==> config.mk <==
export PLATFORM = sky130hd
export DESIGN_NAME = deskew_seq
export DESIGN_NICKNAME = d
export VERILOG_FILES = /design/src/rtl/deskew_seq_pkg.sv /design/src/rtl/deskew_seq_phase.sv /design/src/rtl/deskew_seq_holdcnt.sv /design/src/rtl/deskew_seq_lanes.sv /design/src/rtl/deskew_seq.sv
export SDC_FILE = /design/constraint.sdc
export NUM_CORES = 1
export LEC_CHECK = 0
export BUFFER_PORTS_ARGS = -buffer_cell sky130_fd_sc_hd__buf_2
export CORE_ASPECT_RATIO = 0.7
export CORE_UTILIZATION = 42
export DETAILED_ROUTE_END_ITERATION = 8
export PLACE_DENSITY = 0.75
export RECOVER_POWER = 50
export REMOVE_ABC_BUFFERS = 1
export SLEW_MARGIN = 5
export SYNTH_ARGS = -nofsm -noshare
export SYNTH_HDL_FRONTEND = slang
export SYNTH_SLANG_ARGS = --single-unit
export TNS_END_PERCENT = 5
==> constraint.sdc <==
create_clock -name clk -period 1.5 [get_ports clk]
set_input_delay 0.3 -clock clk [delete_from_list [all_inputs] [get_ports clk]]
set_output_delay 0.3 -clock clk [all_outputs]
set_load 0.05 [all_outputs]
==> src/rtl/deskew_seq_pkg.sv <==
package deskew_seq_pkg;
   localparam int SYM_W = 7;
   typedef logic [SYM_W-1:0] sym_t;

   localparam sym_t CLK_NORM_LONG  = 7'b1111000;
   localparam sym_t CLK_NORM_SHORT = 7'b1110000;
   localparam sym_t CLK_CAL_LONG   = 7'b1111100;
   localparam sym_t CLK_CAL_SHORT  = 7'b1100000;
   localparam sym_t LANE_CAL_LONG  = 7'b1111000;
   localparam sym_t LANE_CAL_SHORT = 7'b1110000;

   function automatic sym_t pick_sym(input logic use_short, input sym_t long_s, input sym_t short_s);
      return use_short ? short_s : long_s;
   endfunction
endpackage

==> src/rtl/deskew_seq_phase.sv <==
module deskew_seq_phase (
   input  logic clk,
   input  logic rst_n,
   input  logic train,
   output logic sel_short
);
   logic ph_q;
   logic train_q;

   // entry into training always restarts on the long form
   always_comb begin
      if (train && !train_q) sel_short = 1'b0;
      else                   sel_short = ph_q;
   end

   always_ff @(posedge clk or negedge rst_n) begin
      if (!rst_n) begin
         ph_q    <= 1'b1;
         train_q <= 1'b0;
      end else begin
         ph_q    <= ~sel_short;
         train_q <= train;
      end
   end
endmodule

==> src/rtl/deskew_seq_holdcnt.sv <==
module deskew_seq_holdcnt #(
   parameter int TRAIN_MIN = 4096
) (
   input  logic clk,
   input  logic rst_n,
   input  logic train,
   output logic trained
);
   localparam int CNT_W = $clog2(TRAIN_MIN + 1);
   localparam logic [CNT_W-1:0] LIMIT = CNT_W'(TRAIN_MIN);

   logic [CNT_W-1:0] cnt_q;
   logic [CNT_W-1:0] cnt_d;

   always_comb begin
      if (!train)              cnt_d = '0;
      else if (cnt_q == LIMIT) cnt_d = cnt_q;
      else                     cnt_d = cnt_q + 1'b1;
   end

   always_ff @(posedge clk or negedge rst_n) begin
      if (!rst_n) begin
         cnt_q   <= '0;
         trained <= 1'b0;
      end else begin
         cnt_q   <= cnt_d;
         trained <= train && (cnt_d == LIMIT);
      end
   end
endmodule

==> src/rtl/deskew_seq_lanes.sv <==
module deskew_seq_lanes
   import deskew_seq_pkg::*;
#(
   parameter int LANES = 8
) (
   input  logic                   clk,
   input  logic                   rst_n,
   input  logic                   train,
   input  logic                   sel_short,
   input  logic [LANES*SYM_W-1:0] user_word,
   output logic [LANES*SYM_W-1:0] lane_sym
);
   sym_t cal_sym;
   assign cal_sym = pick_sym(sel_short, LANE_CAL_LONG, LANE_CAL_SHORT);

   for (genvar k = 0; k < LANES; k++) begin : g_lane
      sym_t lane_q;
      always_ff @(posedge clk or negedge rst_n) begin
         if (!rst_n)     lane_q <= '0;
         else if (train) lane_q <= cal_sym;
         else            lane_q <= user_word[k*SYM_W +: SYM_W];
      end
      assign lane_sym[k*SYM_W +: SYM_W] = lane_q;
   end
endmodule

==> src/rtl/deskew_seq.sv <==
module deskew_seq
   import deskew_seq_pkg::*;
#(
   parameter int LANES     = 8,
   parameter int TRAIN_MIN = 4096
) (
   input  logic                   clk,
   input  logic                   rst_n,
   input  logic                   bal_en,
   input  logic                   deskew_n,
   input  logic [LANES*SYM_W-1:0] user_word,
   output logic [SYM_W-1:0]       clk_sym,
   output logic [LANES*SYM_W-1:0] lane_sym,
   output logic                   trained
);
   if (LANES < 1) begin : g_bad_lanes
      $error("deskew_seq: LANES must be at least 1");
   end
   if (TRAIN_MIN < 2) begin : g_bad_min
      $error("deskew_seq: TRAIN_MIN must be at least 2");
   end

   logic train;
   logic sel_short;
   sym_t clk_d;

   assign train = bal_en && !deskew_n;

   deskew_seq_phase u_phase (
      .clk       (clk),
      .rst_n     (rst_n),
      .train     (train),
      .sel_short (sel_short)
   );

   deskew_seq_holdcnt #(.TRAIN_MIN(TRAIN_MIN)) u_cnt (
      .clk     (clk),
      .rst_n   (rst_n),
      .train   (train),
      .trained (trained)
   );

   deskew_seq_lanes #(.LANES(LANES)) u_lanes (
      .clk       (clk),
      .rst_n     (rst_n),
      .train     (train),
      .sel_short (sel_short),
      .user_word (user_word),
      .lane_sym  (lane_sym)
   );

   always_comb begin
      if (train) clk_d = pick_sym(sel_short, CLK_CAL_LONG, CLK_CAL_SHORT);
      else       clk_d = pick_sym(sel_short, CLK_NORM_LONG, CLK_NORM_SHORT);
   end

   always_ff @(posedge clk or negedge rst_n) begin
      if (!rst_n) clk_sym <= CLK_NORM_LONG;
      else        clk_sym <= clk_d;
   end
endmodule

After elaboration in Yosys (flattened, before gate mapping)
Cells that the tools add are included.
- register bits after elaboration: 78
- output and inout bits: 64
- logic and storage cells: 36
- add/subtract/negate cells: 1
- equality and inequality tests: 2
- multiplexer cells: 14
- bitwise logic cells: 1
- reduce and logical (&&, ||, !) cells: 5
- operator list (kind ; count):
    $mux 7 ; 8
    $eq 13x13->1 const B ; 2
    $mux 13 ; 2
    $add 13x1->13 const B ; 1
    $mux 5 ; 2
    $mux 4 ; 1
    $logic_and 1x1->1 ; 3
    $logic_not 1->1 ; 2
    $mux 1 ; 1
    $not 1->1 ; 1

Depth between registers and ports, before layout
Gate-level depths: netlist of run 1.
- depth after elaboration: 6
- mapped depth: 7
- mapped depth without buffers: 7

By module
From an unflattened synthesis of run 1, not the netlist that was laid out.
- cell total of the unflattened synthesis: 234
- area total of the unflattened synthesis: 2944.1 µm²
- by module, submodules not included (module ; instances ; cells an instance ; area an instance (µm²)):
    deskew_seq_lanes ; 1 ; 127 ; 1833.0
    deskew_seq_holdcnt ; 1 ; 89 ; 898.4
    deskew_seq ; 1 ; 13 ; 145.1
    deskew_seq_phase ; 1 ; 5 ; 67.6

Worst setup path after synthesis of run 1
Ideal clock, no wire load.
- path kind: register -> register
- from: register u_cnt.cnt_q[0]
- to: register u_cnt.trained
- setup time: 96 ps
- data arrival time: 1541 ps
- data required time: 1404 ps
- path slack: -137 ps
- stages on the path, launching flop included: 7
- cell sequence: dfrtp_1 > ha_1 > and4_2 > and3b_1 > o21ai_1 > o2111ai_1 > nor4_2
- cells in the longest elaborated chain, start to end: 5
- elaborated cells between the ends (all ways): 6
- those cells by class: add/sub (1); eq/ne (2); mux (2); reduce/logical (1)
- RTL lines (element ; RTL line ; RTL):
    start: declaration ; deskew_seq_holdcnt.sv:12 ; logic [CNT_W-1:0] cnt_q;
    start signal: assignment ; deskew_seq_holdcnt.sv:26 ; cnt_q <= cnt_d;
    $add 13x1->13 / $eq 13x13->1 (equally long branches) ; deskew_seq_holdcnt.sv:18, deskew_seq_holdcnt.sv:17 ;
    $mux 13 (*) ; deskew_seq_holdcnt.sv:17 ; else if (cnt_q == LIMIT) cnt_d = cnt_q;
    $mux 13 (*) ; deskew_seq_holdcnt.sv:16 ; if (!train) cnt_d = '0;
    $eq 13x13->1 (*) ; deskew_seq_holdcnt.sv:27 ; trained <= train && (cnt_d == LIMIT);
    $logic_and 1x1->1 (*) ; deskew_seq_holdcnt.sv:27 ;
    end signal: assignment ; deskew_seq_holdcnt.sv:27 ;
    end: declaration ; deskew_seq_holdcnt.sv:7 ; output logic trained
Mark *: on every way between the ends. The rest lies on a longest branch, timed or not.

Final worst setup path of run 1
- from: register u_cnt.cnt_q[1]
- to: register u_cnt.trained
Same word-level chain as after synthesis.

==> impl_metrics.tcl, run 1 <==
set metrics [dict create \
    final.min_clock_period_ps 1660 \
    fp.dieH_um 70.0 \
    synthTopCellsByArea "dfrtp_1 (65%), and2_1 (5.6%), nand2b_1 (5.6%)" \
    drive_gt1_share_pct 50.7 \
    clock-sinks 74 \
    ys_ff_latch 74 \
    synth_top_cells_by_count "dfrtp_1 (72), and2_1 (25), nand2b_1 (25), nor2_1 (13), o21a_1 (8)" \
    max_freq_ghz 0.603 \
    place_hpwl_um 3850 \
    antenna_found_initial 0 \
    ios 124 \
    portBuffers 119 \
    arrival_ps 1890 \
    yosysMostFrequentCell "dfrtp_1" \
    power.density_nw_per_um2 1120 \
    slew_violations 0 \
    start_util_pct 44.0 \
    nFillCells 524 \
    tightest_slew_ps 707 \
    vias_per_cell 4.58 \
    synth_top_area_share_pct 65.0 \
    die-area_um2 6940 \
    final_util_pct 61.8 \
    status "finished with violations" \
    hold_viol 0 \
    synth-edff-count 0 \
    final.setup.worst_slack_ps -157 \
    path_cells "buf_4 > buf_4 > nand2_2 > nor3_2 > xnor2_1 > o2111ai_2 > nor4_2" \
    clk_pin_slew_ps 80 \
    min-delay-path-class "in -> reg" \
    cts.htree.levels 3 \
    wl_um 5610 \
    syn2layout_area_growth_pct 40.6 \
    max-slew-margin-rel_pct 52.9 \
    netlist_instances 214 \
    end_kind "register" \
    grt.total_usage_pct 16.7 \
    place_ws_ps -249 \
    vias 2036 \
    rsz0062_at_grt "yes" \
    critPathLaunchType "register" \
    grt_max_degree 75 \
    peakVddDrop_v 0.000617 \
    core-area_um2 6310 \
    crit_top_cell "buf_4" \
    first_pass_iters 4 \
    synthFlopType "dfrtp_1" \
    first_global_vias 2077 \
    cts_made_buffers 9 \
    dp.cells 424 \
    whs_ps 138 \
    drtIter0Drc 85 \
    drc 0 \
    synth.largest_area_cell "dfrtp_1" \
    ant_nets 0 \
    yosys_warnings 0 \
    critical-path-max-stage-delay_ps 420 \
    diodes 0 \
    max-cap-violations 0 \
    final.period_utilization_pct 110 \
    globalplace.congestion 0.849 \
    cts_buffer_depth 2 \
    synth_area_um2 2770 \
    regArea_um2 1860 \
    crit_type "reg -> reg" \
    clk_latency_ps 340 \
    violations "negative setup slack" \
    crit_fanout 5 \
    root_buffer "clkbuf_8" \
    critPathSlowestCell "dfrtp_1" \
    overflow 0 \
    multi_input_area_um2 923 \
    synth_seq_area_share_pct 66.9 \
    p_leak_nw 1.89 \
    ys_types 38 \
    nNetsFinal 424 \
    rows 24 \
    dpl_cell_area_um2 3600 \
    tritoncts "done" \
    routedWlPerCell_um 12.6 \
    grt_pass1_wl_um 8910 \
    stdcell_area_um2 3900 \
    fp.dieW_um 99.1 \
    stdcell_count 445 \
    fin_skew_ps 8.83 \
    synthArstFlopShare_pct 100 \
    cp.required_ps 1740 \
    finalSetupViolCount 1 \
    syn_avg_cell_area_um2 13.0 \
]
==> cells by family after synthesis <==
group / count (synthesis) / share of synthesized area [%]
AND/OR/NAND/NOR: 86 / 19.9
flip-flops: 74 / 66.9
AO/OA/AOI/OAI: 21 / 5.32
buffers and inverters: 18 / 3.16
XOR/XNOR: 10 / 3.16
adder cells (fa/ha/maj): 2 / 0.902
other: 2 / 0.271
multiplexers: 1 / 0.361
==> power breakdown <==
| part | internal [mW] | switching, mW | total (mW) |
|---|---|---|---|
| registers | 2.10 | 0.0303 | 2.13 |
| clock network | 0.766 | 0.698 | 1.46 |
| logic | 0.203 | 0.571 | 0.773 |
| total | 3.07 | 1.30 | 4.37 |
==> state kept, by name, summed over array words and instances (netlist names) <==
signal,count
clk_sym,3
u_cnt.cnt_q,13
u_cnt.trained,1
u_lanes.g_lane.lane_q,56
u_phase.train_q,1
==> per-stage QoR <==
stage | total power [mW] | setup TNS (ps)
global route | 4.56 | -702
detailed placement | 2.95 | -267
CTS | 4.45 | -176
floorplan | 2.69 | -16160
finish | 4.37 | -157
global placement | 2.94 | -139
==> path summary, 6_finish.rpt <==
path,slack [ps],depth (start not counted),to,start
max,-160,7,u_cnt.trained,u_cnt.cnt_q[1]
max in group asynchronous,390,3,u_cnt.cnt_q[3],rst_n
min in group asynchronous,610,3,u_lanes.g_lane[1].lane_q[3],rst_n
min reg2reg,470,1,clk_sym[3],u_phase.train_q
max reg2reg,-160,7,u_cnt.trained,u_cnt.cnt_q[1]
min,140,2,u_lanes.g_lane[3].lane_q[4],user_word[25]
==> per-layer routing <==
metal,vias to the layer above,track usage (%),part of all wire (%)
met4,0,4.41,0.27
met3,2,8.81,11
li1,982,-,-
met1,947,20.3,43
met5,-,0,0
met2,105,26.3,45
==> area by class of cell <==
class	count	share of cell area, %
flip-flops and latches	74	47.7
inverters	5	0.482
multi-input cells	124	23.7
clock buffers	11	3.37
clock inverters	5	1.48
repair buffers	148	20.8
well taps	78	2.50
==> cells in the final DEF, fill, tap and decap left out, drive strengths merged, types with 5 or more instances in the layout <==
cell,instances
buf,142
dfrtp,72
nand2b,25
and2,25
clkbuf,16
nor2,13
o21a,8
xnor2,6
inv,5
nand3,5
==> worst max-delay path, delay by kind of cell, from the launching register on <==
family          cells  cell delay, ps
compound gates      1             170
xor+xnor            1             240
buf+inv             2             280
flops               1             420
simple gates        3             440
==> timing repair <==
| item | CTS | global route |
|---|---|---|
| pin swaps | 5 | 11 |
| setup buffers | 2 | 2 |
| hold buffers | 1 | 0 |
| gates resized for setup | 8 | 13 |
| endpoints found under the hold margin | 27 | 0 |
| setup endpoints to repair | 4 | 7 |
Power figures use the tool's default switching activity.
==> inputs of run 2 (changes only) <==
CORE_UTILIZATION = 38   (was 42)
PLACE_DENSITY = 0.69   (was 0.75)
clock period = 1.4 ns   (was 1.5 ns; I/O delays follow)
==> run 2 against run 1 <==
  * The run still ends with negative setup slack left
  * Flip-flop and latch count unchanged
  * Critical path type unchanged
  * Sequential share of layout area decreased by 1.4 points
  * Maximum frequency is 2.3% lower
  * Critical path depth unchanged
  * Total power rose by 17%
  * Die area rose by 10%
  * Final cell count rose by 4.9%
  * Clock power is 38% higher
  * Combinational power grew 7.6%
==> impl_metrics.tcl, run 2 (same netlist as run 1, synthesis figures left out) <==
set metrics [dict create \
    status "finished with violations" \
    violations "negative setup slack" \
    grt_pass1_wl_um 9670 \
    first_pass_iters 4 \
    overflow 0 \
    finalSetupViolCount 6 \
    antenna_found_initial 0 \
    grt.total_usage_pct 16.9 \
    fp.dieW_um 104 \
    core-area_um2 6910 \
    grt_max_degree 75 \
    end_kind "register" \
    clk_pin_slew_ps 80 \
    final.min_clock_period_ps 1700 \
    vias_per_cell 4.37 \
    most-common-layout-cells "buf_2 (116), dfrtp_1 (70), buf_4 (28), nand2b_1 (24), and2_1 (17)" \
    place_hpwl_um 4160 \
    crit_fanout 4 \
    rsz0062_at_grt "yes" \
    power.density_nw_per_um2 1280 \
    tritoncts "done" \
    hold_viol 0 \
    final_common_cell "buf_2" \
    ios 124 \
    cts.htree.levels 3 \
    largest_register "u_lanes.g_lane.lane_q" \
    fin_skew_ps 8.15 \
    globalplace.congestion 0.825 \
    nNetsFinal 430 \
    root_buffer "clkbuf_8" \
    drtIter0Drc 72 \
    vias 2041 \
    drive_gt1_share_pct 51.2 \
    rows 25 \
    max-cap-violations 0 \
    wl_um 6000 \
    first_global_vias 2050 \
    final.setup.worst_slack_ps -296 \
    routedWlPerCell_um 12.8 \
    final.period_utilization_pct 121 \
    syn2layout_area_growth_pct 44.9 \
    portBuffers 119 \
    cts_made_buffers 9 \
    ant_nets 0 \
    nFillCells 612 \
    arrival_ps 1940 \
    cts_buffer_depth 2 \
    max-slew-margin-rel_pct 52.9 \
    peakVddDrop_v 0.000687 \
    crit_type "reg -> reg" \
    min-delay-path-class "in -> reg" \
    whs_ps 116 \
    diodes 0 \
    cp.required_ps 1640 \
    fp.dieH_um 73.5 \
    slew_violations 0 \
    clock-sinks 74 \
    start_util_pct 40.1 \
    top_regs "u_lanes.g_lane.lane_q: 56 flops, u_cnt.cnt_q: 13 flops, clk_sym: 3 flops" \
    drc 0 \
    critPathLaunchType "register" \
    largest_reg_flops 56 \
    place_ws_ps -382 \
    clk_latency_ps 340 \
    max_freq_ghz 0.590 \
    p_leak_nw 1.96 \
    tightest_slew_ps 707 \
    die-area_um2 7650 \
]
## run 2: changes by cell type in the layout (fill, tap and decap cells not counted), moves of 2 or more
cell,before,now
buf_4,22,28
and2_0,6,8
and2_1,19,17
buf_2,118,116
buf_6,2,4
bufinv_16,1,3
nand3_1,1,3
nor2_1,12,10
## run 2: cell type report
type	count	area [um2]	share of cell area [%]
inverters	5	18.8	0.467
clock buffers	10	138	3.43
flip-flops and latches	74	1860	46.2
repair buffers	154	867	21.6
multi-input cells	124	905	22.5
well taps	94	118	2.93
clock inverters	6	114	2.83
## run 2: routing by layer
metal  wire [um]  share of wire (%)  track usage [%]  vias to the layer above
met5           0                  0                0                        -
li1            -                  -                -                      995
met2        2490                 41             25.6                      111
met4          55               0.92             6.19                        0
met3         644                 11             7.81                        6
met1        2810                 47             21.5                      929
## run 2: where the power goes
part           total (mW)  switching (mW)  internal, mW
sequential           2.29          0.0337          2.25
combinational       0.832           0.614         0.218
clock                2.02           0.781          1.23
total                5.14            1.43          3.71
## run 2: repair_timing
action	4_1_cts	5_1_grt
buffers inserted	3	2
setup endpoints to repair	10	13
hold endpoints to repair	72	0
hold buffers	1	0
pin swaps	4	7
resized for setup	14	8
## run 2: metrics by stage
| stage | std cells | power (mW) | util [%] | setup TNS, ps | cell area [um2] |
|---|---|---|---|---|---|
| after floorplan | 203 | 2.88 | - | -22080 | 2710 |
| after global placement | 445 | 3.15 | 52.9 | -577 | 3660 |
| after detailed placement | 445 | 3.17 | 52.9 | -933 | 3660 |
| after CTS | 465 | 5.23 | 57.7 | -531 | 3990 |
| after global routing | 467 | 5.37 | 58.1 | -1940 | 4020 |
| final | 467 | 5.14 | 58.1 | -915 | 4020 |
## run 2: worst paths after layout
kind / depth (start not counted) / startpoint / end / slack (ps)
max in group asynchronous: 3 / rst_n / u_cnt.cnt_q[3] / 310
setup reg to reg: 7 / u_cnt.cnt_q[0] / u_cnt.trained / -300
min in group asynchronous: 3 / rst_n / u_lanes.g_lane[2].lane_q[3] / 580
setup / recovery: 7 / u_cnt.cnt_q[0] / u_cnt.trained / -300
hold / removal: 2 / user_word[26] / u_lanes.g_lane[3].lane_q[5] / 120
hold reg to reg: 1 / u_phase.train_q / clk_sym[2] / 460
## run 2: critical path, stage by stage (launching register included)
cell and delay, ps:
dfrtp_1 410, ha_2 200, buf_4 130, nand3_2 70, xor2_2 170, a41o_1 200
o2111ai_1 130, nor4_2 290
